==> config.mk <==
export PLATFORM = sky130hd
export DESIGN_NAME = tpm_accum
export DESIGN_NICKNAME = d
export VERILOG_FILES = /design/src/rtl/tpm_accum.sv
export SDC_FILE = /design/constraint.sdc
export NUM_CORES = 1
export LEC_CHECK = 0
export BUFFER_PORTS_ARGS = -buffer_cell sky130_fd_sc_hd__buf_2
export CORE_MARGIN = 5
export CORE_UTILIZATION = 59
export CTS_CLUSTER_DIAMETER = 80
export DETAILED_ROUTE_END_ITERATION = 16
export PLACE_DENSITY = 0.95
export SYNTH_ARGS = -nofsm -noshare
export SYNTH_HDL_FRONTEND = slang
export SYNTH_SLANG_ARGS = --single-unit
export TNS_END_PERCENT = 30
==> constraint.sdc <==
create_clock -name clk -period 8.7 [get_ports clk]
set_input_delay 0.435 -clock clk [delete_from_list [all_inputs] [get_ports clk]]
set_output_delay 0.435 -clock clk [all_outputs]
set_load 0.01 [all_outputs]
==> src/rtl/tpm_accum.sv <==
// Gated, saturating accumulation of weights and the registered result.
module tpm_accum #(
  parameter int NB     = 32,
  parameter int C_W    = 32,
  parameter int ADDR_W = 6
) (
  input  logic              clk,
  input  logic              rst,
  input  logic              clr,
  input  logic              vld,
  input  logic [ADDR_W-1:0] idx,
  input  logic [C_W-1:0]    coef,
  input  logic [NB-1:0]     toggles,
  output logic              last,
  output logic [C_W-1:0]    pwr_est,
  output logic              pwr_valid
);

  localparam logic [ADDR_W-1:0] LAST_IDX = ADDR_W'(NB);

  logic [NB:0]    gate_vec;
  logic [C_W-1:0] acc_q;
  logic [C_W-1:0] term;
  logic [C_W:0]   wide_sum;
  logic [C_W-1:0] sat_sum;

  // Index 0 is the constant weight and is always taken.
  assign gate_vec = {toggles, 1'b1};
  assign term     = gate_vec[idx] ? coef : '0;
  assign wide_sum = {1'b0, acc_q} + {1'b0, term};
  assign sat_sum  = wide_sum[C_W] ? {C_W{1'b1}} : wide_sum[C_W-1:0];
  assign last     = vld && (idx == LAST_IDX);

  always_ff @(posedge clk) begin
    if (rst) begin
      acc_q     <= '0;
      pwr_est   <= '0;
      pwr_valid <= 1'b0;
    end else begin
      pwr_valid <= 1'b0;
      if (clr) begin
        acc_q <= '0;
      end else if (vld) begin
        acc_q <= sat_sum;
        if (last) begin
          pwr_est   <= sat_sum;
          pwr_valid <= 1'b1;
        end
      end
    end
  end

  AST_NO_WRAP: assert property (@(posedge clk) disable iff (rst)
    (vld && !clr && (acc_q == {C_W{1'b1}})) |=> (acc_q == {C_W{1'b1}}));

  AST_VALID_ONE_CYCLE: assert property (@(posedge clk) disable iff (rst)
    pwr_valid |=> !pwr_valid);

endmodule

---- After elaboration in Yosys (flattened, before gate mapping) ----
Index checks and enable logic that the tools add are counted.
storage, ports and cells
  output and inout bits ................... 34
  memories ................................ 0
  logic and storage cells ................. 17
  input bits .............................. 74
  latch bits .............................. 0
  memory bits (read-only) ................. 0
  register bits after elaboration ......... 65
  memory bits (writable) .................. 0
cells by class
  equality and inequality tests ........... 1
  $lt $le $gt $ge ......................... 1
  div/mod/pow operators ................... 0
  multipliers ............................. 0
  bitwise logic cells ..................... 2
  reduce and logical (&&, ||, !) cells .... 4
  add/subtract/negate cells ............... 1
  shift operators ......................... 0
  multiplexer cells ....................... 5
operator list
  kind                number
  $mux 32             2
  $add 32x32->33      1
  $lt 6x7->1 const B  1
  $bmux 1 s6          1
  $eq 6x6->1 const B  1
  $reduce_and 3->1    1
  $reduce_or 3->1     1
  $mux 1              2
  $not 1->1           2
  $reduce_or 2->1     1
  $logic_and 1x1->1   1

---- Depth between registers and ports, before layout ----
  word-level depth ........................ 5
  depth in mapped cells ................... 22
  depth with buffers taken out ............ 18

---- Worst setup path before layout ----
OpenSTA, ideal clock, no wires.
  kind .................................... input -> register
  start ................................... in idx[0]
  end ..................................... reg pwr_est[10]
  arrival ................................. 4.638 ns
  setup time .............................. 0.137 ns
  path slack .............................. 3.925 ns
  required time ........................... 8.563 ns
  path buffers ............................ 4
  stages on the path ...................... 20
  cells stage by stage .................... buf_2 mux4_2 mux4_2 a21oi_1 o21ai_0 clkbuf_1 and2_1 ha_1 fa_1 a21oi_1 o211ai_2 nand4_2 a31oi_2 and3_4 or3_1 and2_1 buf_6 buf_12 nor2_4 a211oi_1
on the way
  cells in the longest elaborated chain, start to end .. 5
  elaborated cells on any way between the ends .. 8
  classes of those cells .................. add/sub (1); eq/ne (1); mux (4); reduce/logical (2)
RTL lines
  what                          line  RTL
  start: declaration            11    input logic [ADDR_W-1:0] idx,
  $bmux 1 s6                    29    assign term = gate_vec[idx] ? coef : '0;
  $mux 1 (not written as such)  29
  $mux 32                       29
  $add 32x32->33                30    assign wide_sum = {1'b0, acc_q} + {1'b0, term};
  $mux 32                       31    assign sat_sum = wide_sum[C_W] ? {C_W{1'b1}} : wide_sum[C_W-1:0];
  end signal: assignment        46    pwr_est <= sat_sum;
  end: declaration              15    output logic [C_W-1:0] pwr_est,
Parallel ways exist; a longest one is shown, timed or not. The select of a mux whose other input is x is not followed.
A chain may end at the register's enable or synchronous reset.

---- Final worst setup path ----
  start ................................... in idx[0]
  end ..................................... reg pwr_est[31]
The elaborated chain is that of the path after synthesis.

==> reports/results.tsv <==
metric	value	unit
largest family of logic cells by synthesized area	compound AO/OA/AOI/OAI gates	
GRT Util Overall	25.6	%
CTS Sinks	65	
vias in the first global route	4447	
Avg Cell Area, Syn	8.70	sq um
Mapped Cells	524	
R2R Setup Slk	5.15	ns
1st-pass router iterations	5	
ant diodes	0	
Largest stage delay, worst path	0.58	ns
Die Wd	97.9	um
io pins	108	
# setup viols final	0	
Post-synth EDFFs	0	
outcome	completed	
sequential area share after synthesis	28.5	%
Core Footprint	7610	sq um
ratio of final minimum period to clock period	59.7	%
initial antenna violation count	0	
worst-path maximum fanout	32	
DRT iter0 DRCs	346	
Initial Util	59.9	%
clk_skew	0.00907	ns
Die H	97.9	um
Hold Vio Cnt, Final	0	
clock-pin slew on the worst setup and hold paths	0.07	ns
XOR/XNOR share of the synthesized area	5.19	%
unrepaired setup endpoints after global routing	no	
leading cell type in the layout, fill and taps excluded	buf_2	
CTS Buf Count	9	
Post-synth top flop	dfxtp_1	
post_cts resized	0	
Yosys reg bits	65	
clock tree buffer depth	2	
static leakage	2.35	nW
row count	32	
CTS root buf	clkbuf_8	
setup_tns	0	ns
minimum clock period	5.20	ns
ANT nets after route	0	
most frequent cells in the layout	buf_2, nor2_1, dfxtp_1	
Slew @ Worst Pin	1.26	ns
Placer Congestion	0.955	
total grt overflow	0	
simple-gate portion of the synthesized area	22.4	%
syn_nets	631	
mux share of post-synthesis cell area	4.39	%
Placement Cell Area	5020	sq um
PD cells	132	nW/um^2
max-cap violations	0	
Crit-path slowest cell	and2_2	
Syn Std Cell Area	4560	sq um
Via-to-Cell Ratio	6.17	
compound-gate portion of the synthesized area	24.9	%
Min-Delay Path Class	input port to flip-flop	
Rel. slew slack	16.0	%
Critical Path AT	5.39	ns
CTS tree	done	
setup bufs post-CTS	0	
Nets	719	
Crit Path Category	input port to flip-flop	
fin area	5190	sq um
PortBufs	107	
Peak Freq	192	MHz
Fillers	604	
Yosys Warn Count	0	
cts-stage hold buffer count	0	
IR drop worst, VDD	0.0845	mV
CTS HTree Levels	3	
Post-Synth Adder-Cell Area	9.22	%
first-pass GRT wire length	20.6	mm
WL/cell	17.5	um
die area	9580	sq um
kind of end point of the critical path	flip-flop	
largest net degree at the start of global routing	61	
Clk Latency, worst-skew pair	0.35	ns
Startpoint Class	input port	
total routed wirelength	12.5	mm
fraction of registers with async set/reset	0	%
library cells used by synthesis	57	
Critical Path RT	8.89	ns
vias after detailed routing	4421	
fin. max-slew vios	0	
Finished Core Util	68.2	%
Remaining DRCs	0	
synthesis-to-layout area growth	13.8	%
worst-path cell chain	buf_2, mux4_2, mux4_2, a21oi_1, o21ai_1, buf_4, and2_1, ha_1, fa_1, a21oi_1, o211ai_2, nand4_2, a31oi_2, and3_4, or3_1, and2_2, nor3_4, a211oi_1	
ratio of cells with drive above 1 in the final layout	26.9	%
hpwl dp	9.14	mm
## worst paths after layout
| kind | start | end | cells past startpoint |
|---|---|---|---|
| worst min-delay path | clr | pwr_valid | 2 |
| worst min register to register | acc_q[10] | acc_q[10] | 2 |
| worst max register to register | acc_q[0] | pwr_est[31] | 11 |
| worst max-delay path | idx[0] | pwr_est[31] | 18 |
## cell families (layout without fill, tap and decap cells)
| kind of cell | count (synthesis) | count (layout) |
|---|---|---|
| muxes | 10 | 10 |
| DFF | 65 | 65 |
| xor gates and xnor gates | 27 | 27 |
| buffers and inverters | 38 | 128 |
| and+or+nand+nor | 181 | 181 |
| adders and majority gates | 33 | 33 |
| AOI/OAI and AO/OA | 170 | 170 |
## state kept, by name, indices dropped and copies added (netlist names)
name       flops
acc_q         32
pwr_est       32
pwr_valid      1
## metrics by stage
| stage | setup slack, ns | hold WS [ns] | power [mW] | cells |
|---|---|---|---|---|
| after floorplan | 3.92 | 0.460 | 0.415 | 524 |
| after global placement | 3.32 | 0.471 | 0.447 | 703 |
| after detailed placement | 3.17 | 0.486 | 0.453 | 703 |
| after CTS | 3.51 | 0.407 | 0.683 | 716 |
| after global routing | 3.22 | 0.417 | 0.711 | 716 |
| final | 3.50 | 0.418 | 0.684 | 716 |
## metal layers
layer / vias to the layer above / track usage [%] / wire, um
met4: 0 / 8.20 / 278
met1: 2060 / 29.9 / 4840
met2: 252 / 46.7 / 6380
met5: - / 0 / 0
li1: 2078 / - / -
met3: 31 / 5.21 / 1010
## critical path: cells and delay by family
| family | cells | cell delay, ns |
|---|---|---|
| AND/OR/NAND/NOR | 6 | 1.94 |
| adder cells (fa/ha/maj) | 2 | 0.61 |
| AO/OA/AOI/OAI | 6 | 0.91 |
| buffers and inverters | 2 | 0.47 |
| multiplexers | 2 | 1.00 |
## synth_stat cells, drive strengths merged, types with 2 or more instances
library cell	count	share of area, %
nor2	90	11
dfxtp	65	29
a211oi	56	9.2
a21oi	42	4.7
and2	36	5.0
o21ai	33	3.6
ha	32	8.8
nand2	23	1.9
clkbuf	16	1.3
xor2	14	2.7
xnor2	13	2.5
a21o	11	1.8
buf	8	1.9
mux4	8	4.0
inv	7	0.58
nand4	6	0.96
a21boi	5	0.82
nand3	5	0.55
a31oi	4	0.69
and3	4	0.74
dlygate4sd3	4	0.88
nor3	4	0.69
a211o	3	0.60
nand2b	3	0.41
nor2b	3	0.41
o211ai	3	0.60
o21a	3	0.49
a311oi	2	0.38
and4	2	0.38
dlygate4sd1	2	0.38
mux2i	2	0.44
or3	2	0.27
## report_power, final
part / switching (mW) / leakage, nW / internal (mW)
Combinational: 0.0823 / 1.74 / 0.0602
Sequential: 0.00436 / 0.527 / 0.304
Clock: 0.111 / 0.0875 / 0.122
Total: 0.197 / 2.35 / 0.487
## cell type report
class	instances	area (sq um)	area share [%]
clock buffers	13	169	3.26
inverters	7	26.3	0.506
multi-input cells	421	3020	58.2
well taps	102	128	2.46
repair buffers	108	543	10.5
flip-flops and latches	65	1300	25.1
Note: power is estimated with default switching activity, not from simulation.
